File: config.mk
export PLATFORM = sky130hd
export DESIGN_NAME = nand_ecc_corrector
export DESIGN_NICKNAME = d
export VERILOG_FILES = /design/src/rtl/nand_ecc_pkg.sv /design/src/rtl/ecc_syndrome.sv /design/src/rtl/ecc_classify.sv /design/src/rtl/ecc_rmw_ctrl.sv /design/src/rtl/nand_ecc_corrector.sv
export SDC_FILE = /design/constraint.sdc
export NUM_CORES = 1
export LEC_CHECK = 0
export BUFFER_PORTS_ARGS = -buffer_cell sky130_fd_sc_hd__buf_2
export CORE_ASPECT_RATIO = 1.2
export CORE_UTILIZATION = 25
export DETAILED_ROUTE_END_ITERATION = 16
export PLACE_DENSITY = 0.46
export REMOVE_ABC_BUFFERS = 1
export SKIP_CTS_REPAIR_TIMING = 1
export SLEW_MARGIN = 40
export SYNTH_ARGS = -nofsm -noshare
export SYNTH_HDL_FRONTEND = slang
export SYNTH_SLANG_ARGS = --single-unit
File: constraint.sdc
create_clock -name clk_i -period 1.9 [get_ports clk_i]
set_input_delay 0.19 -clock clk_i [delete_from_list [all_inputs] [get_ports clk_i]]
set_output_delay 0.19 -clock clk_i [all_outputs]
set_load 0.1 [all_outputs]
File: src/rtl/nand_ecc_pkg.sv
package nand_ecc_pkg;
  localparam int ECC_BYTES = 3;
  localparam int ECC_W     = 8 * ECC_BYTES;
  localparam int HALF_W    = ECC_W / 2;
  localparam int BIT_W     = 3;
  localparam int OFS_W     = ECC_W - HALF_W - BIT_W;

  typedef enum logic [1:0] {
    ST_CLEAN  = 2'b00,
    ST_DATA   = 2'b01,
    ST_ECC    = 2'b10,
    ST_UNCORR = 2'b11
  } ecc_status_e;

  typedef struct packed {
    ecc_status_e      status;
    logic [OFS_W-1:0] idx;
    logic [7:0]       mask;
  } ecc_verdict_t;
endpackage

File: src/rtl/ecc_syndrome.sv
module ecc_syndrome
  import nand_ecc_pkg::*;
(
  input  logic [ECC_BYTES-1:0][7:0] stored_i,
  input  logic [ECC_BYTES-1:0][7:0] calc_i,
  output logic [ECC_W-1:0]          syn_o
);
  for (genvar g = 0; g < ECC_BYTES; g++) begin : g_byte
    assign syn_o[8*g +: 8] = stored_i[g] ^ calc_i[g];
  end
endmodule

File: src/rtl/ecc_classify.sv
module ecc_classify
  import nand_ecc_pkg::*;
#(
  parameter int SECTOR_BYTES = 512
) (
  input  logic [ECC_W-1:0] syn_i,
  output ecc_verdict_t     verdict_o
);
  localparam logic [OFS_W:0] LIMIT = SECTOR_BYTES[OFS_W:0];

  logic [HALF_W-1:0] lo, hi;
  logic [OFS_W-1:0]  ofs;
  logic [BIT_W-1:0]  bit_pos;

  assign lo      = syn_i[HALF_W-1:0];
  assign hi      = syn_i[ECC_W-1:HALF_W];
  assign ofs     = syn_i[ECC_W-1 -: OFS_W];
  assign bit_pos = syn_i[HALF_W +: BIT_W];

  always_comb begin
    verdict_o = '{status: ST_CLEAN, idx: '0, mask: '0};
    if (syn_i == '0) begin
      verdict_o.status = ST_CLEAN;
    end else if ((lo ^ hi) == '1) begin
      if ({1'b0, ofs} < LIMIT) begin
        verdict_o.status = ST_DATA;
        verdict_o.idx    = ofs;
        verdict_o.mask   = 8'b1 << bit_pos;
      end else begin
        verdict_o.status = ST_UNCORR;
      end
    end else if ($onehot(syn_i)) begin
      verdict_o.status = ST_ECC;
    end else begin
      verdict_o.status = ST_UNCORR;
    end
  end

  // a data verdict always names exactly one bit
  always_comb begin
    if (verdict_o.status == ST_DATA)
      a_r3_mask_onehot : assert ($countones(verdict_o.mask) == 1);
  end
endmodule

File: src/rtl/ecc_rmw_ctrl.sv
module ecc_rmw_ctrl
  import nand_ecc_pkg::*;
(
  input  logic             clk_i,
  input  logic             rst_ni,
  input  logic             accept_i,
  input  logic             fix_i,
  input  logic [OFS_W-1:0] idx_i,
  input  logic [7:0]       mask_i,
  output logic             busy_o,
  output logic             done_o,
  output logic [OFS_W-1:0] buf_addr_o,
  output logic             buf_rd_o,
  input  logic [7:0]       buf_rdata_i,
  output logic             buf_wr_o,
  output logic [7:0]       buf_wdata_o
);
  typedef enum logic [1:0] {S_IDLE, S_RD, S_WR} rmw_state_e;
  rmw_state_e state_q;
  logic       done_q;

  always_ff @(posedge clk_i or negedge rst_ni) begin
    if (!rst_ni) begin
      state_q <= S_IDLE;
      done_q  <= 1'b0;
    end else begin
      done_q <= 1'b0;
      unique case (state_q)
        S_IDLE: if (accept_i) begin
          if (fix_i) state_q <= S_RD;
          else       done_q  <= 1'b1;
        end
        S_RD: state_q <= S_WR;
        S_WR: begin
          state_q <= S_IDLE;
          done_q  <= 1'b1;
        end
        default: state_q <= S_IDLE;
      endcase
    end
  end

  assign busy_o      = state_q != S_IDLE;
  assign done_o      = done_q;
  assign buf_addr_o  = idx_i;
  assign buf_rd_o    = state_q == S_RD;
  assign buf_wr_o    = state_q == S_WR;
  assign buf_wdata_o = buf_rdata_i ^ mask_i;

  a_r7_wr_after_rd : assert property (@(posedge clk_i) disable iff (!rst_ni)
    buf_wr_o |-> $past(buf_rd_o));
  a_r7_single_flip : assert property (@(posedge clk_i) disable iff (!rst_ni)
    buf_wr_o |-> $countones(buf_wdata_o ^ buf_rdata_i) == 1);
  a_r8_done_idle : assert property (@(posedge clk_i) disable iff (!rst_ni)
    done_o |-> !busy_o);
endmodule

File: src/rtl/nand_ecc_corrector.sv
module nand_ecc_corrector
  import nand_ecc_pkg::*;
#(
  parameter int SECTOR_BYTES = 512
) (
  input  logic                      clk_i,
  input  logic                      rst_ni,
  input  logic                      start_i,
  input  logic                      apply_i,
  input  logic [ECC_BYTES-1:0][7:0] stored_ecc_i,
  input  logic [ECC_BYTES-1:0][7:0] calc_ecc_i,
  output logic [1:0]                status_o,
  output logic [OFS_W-1:0]          byte_idx_o,
  output logic [7:0]                bit_mask_o,
  output logic                      done_o,
  output logic                      busy_o,
  output logic [OFS_W-1:0]          buf_addr_o,
  output logic                      buf_rd_o,
  input  logic [7:0]                buf_rdata_i,
  output logic                      buf_wr_o,
  output logic [7:0]                buf_wdata_o
);
  localparam logic [OFS_W:0] LIMIT = SECTOR_BYTES[OFS_W:0];

  logic [ECC_W-1:0] syn;
  ecc_verdict_t     verdict, result_q;
  logic             accept, fix;

  ecc_syndrome u_syn (
    .stored_i (stored_ecc_i),
    .calc_i   (calc_ecc_i),
    .syn_o    (syn)
  );

  ecc_classify #(.SECTOR_BYTES(SECTOR_BYTES)) u_cls (
    .syn_i     (syn),
    .verdict_o (verdict)
  );

  assign accept = start_i && !busy_o;
  assign fix    = apply_i && (verdict.status == ST_DATA);

  always_ff @(posedge clk_i or negedge rst_ni) begin
    if (!rst_ni)     result_q <= '{status: ST_CLEAN, idx: '0, mask: '0};
    else if (accept) result_q <= verdict;
  end

  ecc_rmw_ctrl u_rmw (
    .clk_i       (clk_i),
    .rst_ni      (rst_ni),
    .accept_i    (accept),
    .fix_i       (fix),
    .idx_i       (result_q.idx),
    .mask_i      (result_q.mask),
    .busy_o      (busy_o),
    .done_o      (done_o),
    .buf_addr_o  (buf_addr_o),
    .buf_rd_o    (buf_rd_o),
    .buf_rdata_i (buf_rdata_i),
    .buf_wr_o    (buf_wr_o),
    .buf_wdata_o (buf_wdata_o)
  );

  assign status_o   = result_q.status;
  assign byte_idx_o = result_q.idx;
  assign bit_mask_o = result_q.mask;

  a_r9_busy_ignore : assert property (@(posedge clk_i) disable iff (!rst_ni)
    (busy_o && start_i) |=> ($stable(status_o) && $stable(byte_idx_o) && $stable(bit_mask_o)));
  a_r3_idx_in_sector : assert property (@(posedge clk_i) disable iff (!rst_ni)
    (status_o == ST_DATA) |-> ({1'b0, byte_idx_o} < LIMIT));
  a_r5_access_only_data : assert property (@(posedge clk_i) disable iff (!rst_ni)
    (buf_rd_o || buf_wr_o) |-> (status_o == ST_DATA));
  a_r10_idle_no_strobe : assert property (@(posedge clk_i) disable iff (!rst_ni)
    !busy_o |-> (!buf_rd_o && !buf_wr_o));
endmodule

==> results of run 1 <==
## metrics by stage
stage          std cells  setup WS (ns)  utilization (%)  setup TNS, ns  hold slack (ns)
2_1_floorplan        251          -2.79                -         -12.91           -0.106
3_3_place_gp         516          -3.00             35.4          -7.63            0.193
3_5_place_dp         516          -3.08             35.4          -7.52            0.193
4_1_cts              520          -2.83             36.4          -2.87          -0.0843
5_1_grt              531          -2.63             42.5          -2.63            0.187
6_report             531          -2.47             42.5          -2.47            0.179
## worst max path at each step
stage               slack (ns)  depth (start not counted)                       to
floorplan                -2.79                         16  status_o[0]$_DFFE_PN0P_
global placement         -3.00                         17  status_o[0]$_DFFE_PN0P_
detailed placement       -3.08                         17  status_o[0]$_DFFE_PN0P_
CTS                      -2.83                         17  status_o[0]$_DFFE_PN0P_
global route             -2.63                         18  status_o[0]$_DFFE_PN0P_
finish                   -2.47                         18  status_o[0]$_DFFE_PN0P_
## state kept, by name, summed over array words and instances (netlist names)
name	flops
bit_mask_o	8
byte_idx_o	9
status_o	2
u_rmw.done_o	1
u_rmw.state_q	2
## final cells by class
type	instances	area [sq um]	area share [%]
multi-input cells	173	2040	49.9
inverters	56	213	5.21
repair buffers	153	1040	25.4
flip-flops and latches	22	551	13.5
clock buffers	4	88.8	2.18
well taps	123	154	3.77
## layer usage
| layer | GRT usage, % | vias to the layer above | wire [um] | part of all wire, % |
|---|---|---|---|---|
| met5 | 0 | - | 0 | 0 |
| met3 | 0.956 | 6 | 280 | 4.6 |
| met2 | 21.5 | 58 | 3200 | 53 |
| met4 | 3.69 | 0 | 126 | 2.1 |
| li1 | - | 1081 | - | - |
| met1 | 13.9 | 988 | 2450 | 40 |
## placed cells by master (no fill, tap or decap), types with 8 or more instances in the layout
| master | instances |
|---|---|
| sky130_fd_sc_hd__buf_4 | 50 |
| sky130_fd_sc_hd__ha_1 | 19 |
| sky130_fd_sc_hd__buf_6 | 14 |
| sky130_fd_sc_hd__xnor2_1 | 11 |
| sky130_fd_sc_hd__dfrtp_1 | 22 |
| sky130_fd_sc_hd__xor2_1 | 11 |
| sky130_fd_sc_hd__o21ai_0 | 8 |
| sky130_fd_sc_hd__fa_1 | 12 |
| sky130_fd_sc_hd__xnor2_2 | 11 |
| sky130_fd_sc_hd__xnor2_4 | 8 |
| sky130_fd_sc_hd__o21ai_2 | 8 |
| sky130_fd_sc_hd__inv_1 | 39 |
| sky130_fd_sc_hd__buf_2 | 84 |
| sky130_fd_sc_hd__nand2_1 | 28 |
| sky130_fd_sc_hd__inv_2 | 16 |
## kinds of logic (layout without fill, tap and decap cells)
| logic type | after synthesis | after routing |
|---|---|---|
| buf+inv | 68 | 213 |
| flops | 22 | 22 |
| fa+ha+maj | 51 | 51 |
| compound gates | 25 | 25 |
| simple gates | 52 | 52 |
| xor+xnor | 45 | 45 |
## where the power goes
group | switching (uW) | internal (uW) | leakage (uW) | total, uW
logic | 2140 | 2040 | 0.00180 | 4170
clock network | 173 | 322 | 0.0000442 | 494
registers | 7.20 | 481 | 0.000297 | 489
## worst max-delay path, delay by kind of cell
family          cells  cell delay (ns)
simple gates        2             0.16
compound gates      3             0.42
xor+xnor            1             0.14
fa+ha+maj           8             3.26
buf+inv             4             0.36
==> reports/qor.txt, run 1 <==
================================================================================
Status                                                              finished with violations
Violated checks                                                     setup timing
Logic depth of the worst register-to-register path                             6
Simple-gate share of the synthesized area                                  10.3%
Number of DRC violations after detailed routing                                0
Dominant combinational cell family by area after synthesis           adder cells
Source of the worst hold timing path                                     apply_i
Hold Path Depth                                                                3
Static leakage                                                        0.00214 uW
Wire length of the first global-routing pass                             9550 um
Leading register cell type out of synthesis                         sky130_fd_sc_hd__dfrtp_1
Post-route design area                                                4080 sq um
Die outline width                                                        93.4 um
Warnings, synthesis                                                            0
Antenna diode count                                                            0
Seq cells post-synth                                                          22
Die Area                                                             10400 sq um
Xor and xnor fraction of the mapped netlist area                           17.8%
Sink of the worst hold path                                         u_rmw.state_q[0]$_DFFE_PN0P_
Clock Skew                                                            0.00256 ns
Maximum count of clock buffers along a single path                             2
First element of the critical path                                  stored_ecc_i[18]
CTS Root Cell                                                       sky130_fd_sc_hd__clkbuf_16
Count of boundary I/O pins                                                   100
Post-layout total power                                                  5160 uW
PortBufs                                                                      99
Sinks on Clock Net                                                            22
Setup WS post-layout                                                    -2.47 ns
Initial DRC Count                                                             49
Post-synthesis sequential area ratio                                       21.9%
Setup crit start kind                                                  input pin
Most numerous cell in the Yosys netlist                             sky130_fd_sc_hd__inv_1
Area contributors post-synth                                        sky130_fd_sc_hd__dfrtp_1 (22%), sky130_fd_sc_hd__ha_1 (16%), sky130_fd_sc_hd__fa_1 (15%), sky130_fd_sc_hd__xnor2_1 (8.4%), sky130_fd_sc_hd__inv_1 (8.2%)
Fraction of post-synthesis cell area in the top cell type by area          21.9%
Worst EP required                                                        2.08 ns
Critical path type                                                     in -> reg
Level count of the clock H-tree                                                1
Path class of the lowest-slack min-delay path                          in -> reg
Final net count                                                              520
Endpoints failing setup                                                        1
Detailed-routing iteration count for the pre-antenna-repair pass               6
Compound-gate portion of the synthesized area                              6.98%
Final Wtd Congestion                                                       0.811
Total placed instance area                                            3410 sq um
Synthesis-to-finish area growth                                            62.7%
Type of element capturing the critical path                             register
Die outline height                                                        112 um
Peak per-stage delay on the critical path                                0.57 ns
Worst IR drop on VDD                                                     1090 uV
Initial antenna violation count                                                0
Proportion of synthesized area in mux cells                                   0%
Library cells used by synthesis                                               33
Number of routed nets with antenna violations                                  0
Final hold violation count                                                     0
Crit share post-route                                                       230%
Filler Cell Count                                                            936
Relative slew margins                                                      65.9%
Via-to-Cell Ratio                                                           4.02
Clock tree from TritonCTS                                                   done
Layout cells sized above 1                                                 56.9%
Via count of the first global-routing pass                                  2127
Mean area per synthesized cell                                        9.54 sq um
Largest area contributor in the synthesized netlist                 sky130_fd_sc_hd__dfrtp_1
Initial standard-cell utilization of the core                              26.1%
Worst r2r src                                                       u_rmw.state_q[0]$_DFFE_PN0P_
Min Clock Period, post-route                                             4.37 ns
Overall overflow remaining after global route                                  0
Largest net degree at the start of global routing                             23
Worst endpoint data arrival time                                         4.54 ns
Adder-cell area share of the yosys netlist                                 31.1%
Avg WL per Cell                                                          11.4 um
Unrepaired setup endpoints after global routing                              yes
Count of flip-flops with a built-in enable after synthesis                     0
End of the worst register-to-register path                          bit_mask_o[3]$_DFFE_PN0P_
Cell-by-cell listing of the critical path                           buf_8 > xnor2_4 > buf_4 > ha_1 > inv_1 > fa_2 > fa_2 > inv_2 > fa_2 > fa_2 > fa_1 > ha_4 > fa_2 > nand3_2 > nor2_2 > a41oi_2 > a21oi_1 > o211ai_1
Core area                                                             9610 sq um
Cell count after synthesis                                                   263
Slowest CP cell                                                     sky130_fd_sc_hd__fa_2
Transition at the pin with the smallest max-transition slack            0.512 ns
Top cells by count, synth                                           sky130_fd_sc_hd__inv_1 (55), sky130_fd_sc_hd__ha_1 (32), sky130_fd_sc_hd__nand2_1 (28), sky130_fd_sc_hd__xnor2_1 (24), sky130_fd_sc_hd__dfrtp_1 (22)
Total Routed Length                                                      6050 um
Clock buffers created by TritonCTS                                             3
Half-perimeter wire length of the detailed placement result              5000 um
Share of async-settable or async-resettable flops after synthesis           100%
Syn Std Cell Area                                                     2510 sq um
Global routing usage summed across all routing layers                      11.6%
Total vias in the final route                                               2133
Clock latency on the worst-skew pair                                     0.26 ns
Power density relative to cell area                                 1260 nW/um^2
Crit path top cell by count                                         sky130_fd_sc_hd__fa_2
Worst-path maximum fanout                                                      4
Max Cap Violations                                                             0
Max Transition Viols Final                                                     0
Placement row count                                                           39
Reg-to-reg slack, setup                                                  0.24 ns
Worst-path clk slew                                                      0.06 ns
Fmax                                                                     229 MHz
================================================================================
(Power assumes the default switching activity.)
==> run 2, diff against run 1 <==
==> constraint.sdc (replaced) <==
create_clock -name clk_i -period 1.9 [get_ports clk_i]
set_input_delay 0.475 -clock clk_i [delete_from_list [all_inputs] [get_ports clk_i]]
set_output_delay 0.475 -clock clk_i [all_outputs]
set_load 0.1 [all_outputs]
==> reports/qor.txt, run 2 (synthesis gave the netlist of run 1 again) <==
===============================================================================
Status                                                             finished with violations
Violated checks                                                    setup timing
Unrepaired setup endpoints after global routing                             yes
Most common cell after layout, fill and taps aside                 sky130_fd_sc_hd__buf_2
Global routing usage summed across all routing layers                     11.8%   +0.18 points
Level count of the clock H-tree                                               1   unchanged
Number of routed nets with antenna violations                                 0   unchanged
Total vias in the final route                                              2161   +1.3%
Peak per-stage delay on the critical path                               0.59 ns   +0.02 ns
Avg WL per Cell                                                         11.6 um   +1.5%
Setup WS post-layout                                                   -2.79 ns   -0.320 ns
Worst EP required                                                       2.04 ns   -0.04 ns
Via count of the first global-routing pass                                 2229   +4.8%
Transition at the pin with the smallest max-transition slack           0.495 ns   -0.0171 ns
Detailed-routing iteration count for the pre-antenna-repair pass              4   -2
Total Routed Length                                                     6140 um   +1.5%
Path class of the lowest-slack min-delay path                       in -> async
Total placed instance area                                           3540 sq um   +4.0%
Die outline width                                                       93.4 um   unchanged
Cell count along the critical path                                           17   -1
Die outline height                                                       112 um   unchanged
Number of flip-flops under the largest register name                          9   unchanged
Via-to-Cell Ratio                                                          4.07   +1.3%
Cell-by-cell listing of the critical path                          buf_2 > xnor2_2 > buf_6 > ha_4 > inv_2 > fa_1 > fa_2 > inv_2 > fa_1 > fa_2 > fa_1 > ha_2 > fa_2 > nor4_2 > a31oi_1 > a21oi_1 > o211ai_1
Min Clock Period, post-route                                            4.69 ns   +0.320 ns
PortBufs                                                                     99   unchanged
Multi-input gate area                                                1980 sq um   -2.7%
Max Transition Viols Final                                                    0   unchanged
CTS Root Cell                                                      sky130_fd_sc_hd__clkbuf_16
Sinks on Clock Net                                                           22   unchanged
Type of element capturing the critical path                            register
Logic depth of the worst register-to-register path                            6   unchanged
Filler Cell Count                                                           927   -0.96%
Final net count                                                             520   unchanged
Family with the most delay on the worst path                        adder cells
Layout cells sized above 1                                                55.9%   -0.98 points
Clock Skew                                                           0.00326 ns   +0.000702 ns
Worst-path clk slew                                                     0.06 ns   about the same
Worst IR drop on VDD                                                     776 uV   -29%
Initial standard-cell utilization of the core                             26.1%   unchanged
Half-perimeter wire length of the detailed placement result             5210 um   +4.1%
Initial DRC Count                                                            29   -41%
Antenna diode count                                                           0   unchanged
Core area                                                            9610 sq um   unchanged
Clock latency on the worst-skew pair                                    0.26 ns   about the same
Clock buffers created by TritonCTS                                            3   unchanged
Overall overflow remaining after global route                                 0   unchanged
Placement row count                                                          39   unchanged
Relative slew margins                                                     67.0%   +1.1 points
Wire length of the first global-routing pass                            9820 um   +2.8%
Static leakage                                                       0.00217 uW   +1.4%
Worst endpoint data arrival time                                        4.83 ns   +0.29 ns
Number of DRC violations after detailed routing                               0   unchanged
Final Wtd Congestion                                                      0.760   -6.3%
Combined buffer and inverter count along the critical path                    4   unchanged
Final hold violation count                                                    0   unchanged
Endpoints failing setup                                                      19   +18
Synthesis-to-finish area growth                                           62.7%   unchanged
Largest net degree at the start of global routing                            23   unchanged
Critical path type                                                    in -> reg
Count of boundary I/O pins                                                  100   unchanged
Max Cap Violations                                                            0   unchanged
Setup TNS                                                              -5.62 ns   -3.15 ns
Initial antenna violation count                                               0   unchanged
Clock tree from TritonCTS                                                  done
Top library cells by usage in the layout, fill and taps aside      sky130_fd_sc_hd__buf_2 (86), sky130_fd_sc_hd__buf_4 (49), sky130_fd_sc_hd__inv_1 (37)
Die Area                                                            10400 sq um   unchanged
Storage element area                                                  551 sq um   unchanged
Power density relative to cell area                                1140 nW/um^2   -9.6%
Crit share post-route                                                      247%   +17 points
Setup crit start kind                                                 input pin
Fmax                                                                    213 MHz   -6.8%
Final standard cell utilization of the core                               42.5%   unchanged
Slowest CP cell                                                    sky130_fd_sc_hd__fa_2
Worst-path maximum fanout                                                     4   unchanged
Post-route design area                                               4080 sq um   unchanged
Maximum count of clock buffers along a single path                            2   unchanged
===============================================================================
run 2: changes by cell type in the layout (fill, tap and decap cells not counted), sizes merged:
cell	delta
dlygate4sd3	-1
buf	+1
run 2: routing by layer:
metal	GRT usage (%)	vias up	wire length (um)
li1	-	1086	-
met5	0	-	0
met4	3.38	0	122
met2	22.1	59	3420
met3	1.16	8	269
met1	13.9	1008	2330
run 2: cell type report:
type                            count  area share [%]
Clock buffer                        4            2.18
Inverter                           56            5.21
Multi-Input combinational cell    173            48.6
Timing Repair Buffer              153            26.8
Sequential cell                    22            13.5
Tap cell                          123            3.77
run 2: path summary, 6_finish.rpt:
path / from / endpoint / slack [ns]
setup / recovery: stored_ecc_i[16] / status_o[0]$_DFFE_PN0P_ / -2.79
hold / removal: rst_ni / u_rmw.state_q[1]$_DFFE_PN0P_ / 0.18
setup reg to reg: u_rmw.state_q[0]$_DFFE_PN0P_ / bit_mask_o[3]$_DFFE_PN0P_ / 0.26
hold reg to reg: u_rmw.state_q[1]$_DFFE_PN0P_ / u_rmw.state_q[1]$_DFFE_PN0P_ / 0.48
max in group asynchronous: rst_ni / byte_idx_o[1]$_DFFE_PN0P_ / 1.39
min in group clk_i: apply_i / u_rmw.state_q[0]$_DFFE_PN0P_ / 0.45
run 2: metrics by stage:
step / instances / power (uW) / worst slack, ns / hold WS [ns]
2_1_floorplan: 251 / 2950 / -3.08 / 0.179
3_3_place_gp: 518 / 3650 / -3.27 / 0.454
3_5_place_dp: 518 / 3730 / -3.32 / 0.463
4_1_cts: 522 / 4250 / -3.07 / 0.204
5_1_grt: 531 / 5250 / -2.98 / 0.239
6_report: 531 / 4660 / -2.79 / 0.177
run 2: power by group:
| part | internal (uW) | switching, uW | total (uW) | leakage [uW] |
|---|---|---|---|---|
| sequential | 481 | 6.07 | 487 | 0.000297 |
| clock | 322 | 178 | 500 | 0.0000442 |
| combinational | 1700 | 1970 | 3670 | 0.00183 |
==> run 3, diff against run 2 <==
ABC_AREA = 1   (was unset)
PLACE_DENSITY = 0.45   (was 0.46)
==> reports/qor.txt, run 3 <==
================================================================================
Critical path type                                                     in -> reg
Warnings, synthesis                                                            0   unchanged
Violated checks                                                     setup timing
Final Wtd Congestion                                                       0.856   +13%
Largest net degree at the start of global routing                             23   unchanged
Cell count after synthesis                                                   363   +38%
Die outline width                                                        98.7 um   +5.7%
Avg WL per Cell                                                          12.3 um   +6.1%
Level count of the clock H-tree                                                1   unchanged
Worst-path clk slew                                                      0.06 ns   about the same
Min Clock Period, post-route                                             4.64 ns   -0.0489 ns
Mean area per synthesized cell                                        7.73 sq um   -19%
Most common cell after layout, fill and taps aside                  sky130_fd_sc_hd__nand2_1
Total Routed Length                                                      7910 um   +29%
Net Sw Frac                                                                43.7%   -2.5 points
Worst IR drop on VDD                                                      708 uV   -8.7%
Cell-by-cell listing of the critical path                           buf_2 > xnor2_2 > ha_1 > inv_1 > fa_2 > fa_2 > inv_1 > fa_2 > fa_2 > fa_1 > ha_2 > fa_2 > xor2_1 > nor4b_2 > nand3b_1 > nand2_1 > nand3_1
Path class of the lowest-slack min-delay path                        in -> async
Setup crit start kind                                                  input pin
Fraction of post-synthesis cell area in the top cell type by area          19.6%   -2.3 points
Count of flip-flops with a built-in enable after synthesis                     0   unchanged
Core area                                                            11000 sq um   +14%
Total vias in the final route                                               2672   +24%
Final net count                                                              625   +20%
Global routing usage summed across all routing layers                      13.7%   +1.9 points
Via-to-Cell Ratio                                                           4.14   +1.8%
Reg-to-reg slack, setup                                                  0.57 ns   +0.31 ns
Clock buffers created by TritonCTS                                             3   unchanged
Largest area contributor in the synthesized netlist                 sky130_fd_sc_hd__dfrtp_1
Setup slack after placement                                             -3.31 ns   +0.0172 ns
Sequential fraction of design power                                        11.3%   +0.8 points
Seq cells post-synth                                                          22   unchanged
Crit share post-route                                                       244%   -2.6 points
Fmax                                                                     215 MHz   +1.1%
Wire length of the first global-routing pass                            12500 um   +27%
Most numerous cell in the Yosys netlist                             sky130_fd_sc_hd__nand2_1
Clock tree from TritonCTS                                                   done
Static leakage                                                        0.00247 uW   +14%
Initial standard-cell utilization of the core                              25.6%   -0.53 points
Clock latency on the worst-skew pair                                     0.25 ns   about the same
Max Transition Viols Final                                                     0   unchanged
Post-placement cell count                                                    633   +22%
Top cells by count, synth                                           sky130_fd_sc_hd__nand2_1 (118), sky130_fd_sc_hd__inv_1 (51), sky130_fd_sc_hd__ha_1 (32), sky130_fd_sc_hd__xor2_1 (24), sky130_fd_sc_hd__dfrtp_1 (22)
Number of routed nets with antenna violations                                  0   unchanged
Post-synthesis sequential area ratio                                       19.6%   -2.3 points
Number of DRC violations after detailed routing                                0   unchanged
Initial antenna violation count                                                0   unchanged
Transition at the pin with the smallest max-transition slack            0.519 ns   +0.0236 ns
End of the worst register-to-register path                          bit_mask_o[1]$_DFFE_PN0P_
Maximum count of clock buffers along a single path                             2   unchanged
CTS Root Cell                                                       sky130_fd_sc_hd__clkbuf_16
Int Power                                                                2440 uW   -2.5%
Power density relative to cell area                                  973 nW/um^2   -15%
Capturing element of the worst setup path                           status_o[0]$_DFFE_PN0P_
Antenna diode count                                                            0   unchanged
Area contributors post-synth                                        sky130_fd_sc_hd__dfrtp_1 (20%), sky130_fd_sc_hd__nand2_1 (16%), sky130_fd_sc_hd__ha_1 (14%), sky130_fd_sc_hd__fa_1 (14%), sky130_fd_sc_hd__xor2_1 (7.5%)
Relative slew margins                                                      65.4%   -1.6 points
Top library cells by usage in the layout, fill and taps aside       sky130_fd_sc_hd__nand2_1 (112), sky130_fd_sc_hd__buf_2 (78), sky130_fd_sc_hd__buf_4 (61)
Slowest CP cell                                                     sky130_fd_sc_hd__fa_2
Overall overflow remaining after global route                                  0   unchanged
Status                                                              finished with violations
Non-filler cells in the finished layout                                      645   +21%
Crit path top cell by count                                         sky130_fd_sc_hd__fa_2
Net load switching power                                                 1900 uW   -12%
Die Area                                                             11700 sq um   +12%
Worst r2r src                                                       u_rmw.state_q[1]$_DFFE_PN0P_
Sinks on Clock Net                                                            22   unchanged
Post-route design area                                                4460 sq um   +9.3%
Endpoints failing setup                                                       10   -9
Type of element capturing the critical path                             register
Unrepaired setup endpoints after global routing                              yes
Worst endpoint data arrival time                                         4.77 ns   -0.06 ns
Library cells used by synthesis                                               24   -27%
Logic depth of the worst register-to-register path                             6   unchanged
Share of async-settable or async-resettable flops after synthesis           100%   unchanged
Detailed-routing iteration count for the pre-antenna-repair pass               4   unchanged
Number of flip-flops under the largest register name                           9   unchanged
Via count of the first global-routing pass                                  2686   +21%
Layout cells sized above 1                                                 44.8%   -11 points
Half-perimeter wire length of the detailed placement result              6830 um   +31%
Placement row count                                                           42   +7.7%
First element of the critical path                                  calc_ecc_i[16]
Setup WS post-layout                                                    -2.74 ns   +0.0489 ns
Count of boundary I/O pins                                                   100   unchanged
Syn Std Cell Area                                                     2810 sq um   +12%
Clock Skew                                                            0.00459 ns   +0.00133 ns
Peak per-stage delay on the critical path                                0.57 ns   -0.02 ns
Share of power burned in the clock network                                 13.6%   +2.9 points
Final hold slack                                                        0.188 ns   +0.0108 ns
Portion of total power attributed to combinational logic                   75.1%   -3.7 points
Initial DRC Count                                                            129   +340%
Final hold violation count                                                     0   unchanged
Worst EP required                                                        2.03 ns   about the same
Worst-path maximum fanout                                                      2   -2
Synthesis-to-finish area growth                                            58.9%
PortBufs                                                                      99   unchanged
Total placed instance area                                            3900 sq um   +10%
Leading register cell type out of synthesis                         sky130_fd_sc_hd__dfrtp_1
Die outline height                                                        118 um   +5.7%
Max Cap Violations                                                             0   unchanged
================================================================================
-- run 3: cell families after synthesis --
group           count (synthesis)  synth area share, %
buf+inv                        66                 10.6
simple gates                  178                 27.6
xor+xnor                       44                 14.0
fa+ha+maj                      51                 27.8
compound gates                  2                0.357
flops                          22                 19.6
-- run 3: cell type report --
| class | instances | area, sq um |
|---|---|---|
| multi-input cells | 275 | 2280 |
| clock buffers | 3 | 75.1 |
| repair buffers | 159 | 1160 |
| well taps | 132 | 165 |
| clock inverters | 1 | 30.0 |
| repair inverters | 1 | 7.51 |
| fillers | 1142 | 6520 |
| flip-flops and latches | 22 | 551 |
| inverters | 52 | 199 |
-- run 3: worst max-delay path: cells and delay by family --
kind	cells	cell delay [ns]
xor gates and xnor gates	2	0.34
buffers and inverters	3	0.32
adders and majority gates	8	3.12
and+or+nand+nor	4	0.51
-- run 3: metal layers --
metal  vias to the layer above  GRT usage [%]  share of wire, %
met5                         -              0                 0
met4                         0           4.38               1.5
met3                         8           1.01               2.9
met2                        63           26.7                55
met1                      1213           15.4                41
li1                       1388              -                 -
-- run 3: worst min-delay path by stage --
| stage | start | endpoint | slack (ns) |
|---|---|---|---|
| detailed placement | u_rmw.state_q[1]$_DFFE_PN0P_ | u_rmw.state_q[1]$_DFFE_PN0P_ | 0.45 |
| finish | rst_ni | u_rmw.state_q[1]$_DFFE_PN0P_ | 0.19 |
| global route | rst_ni | u_rmw.state_q[1]$_DFFE_PN0P_ | 0.22 |
| global placement | u_rmw.state_q[1]$_DFFE_PN0P_ | u_rmw.state_q[1]$_DFFE_PN0P_ | 0.44 |
| CTS | rst_ni | u_rmw.state_q[1]$_DFFE_PN0P_ | 0.21 |
| floorplan | rst_ni | bit_mask_o[0]$_DFFE_PN0P_ | 0.18 |
-- run 3: power groups by stage --
stage	sequential (uW)	combinational (uW)	clock (uW)
after floorplan	592	1990	0
after global placement	499	2810	0
after detailed placement	499	2810	0
after CTS	490	2830	606
after global routing	491	3750	629
final	491	3260	590
-- run 3: metrics by stage --
step	TNS, ns	util, %	power [uW]
detailed placement	-9.45	35.5	3310
global route	-3.77	40.6	4870
floorplan	-12.76	-	2580
global placement	-9.93	35.5	3310
finish	-2.86	40.6	4340
CTS	-4.14	36.4	3920
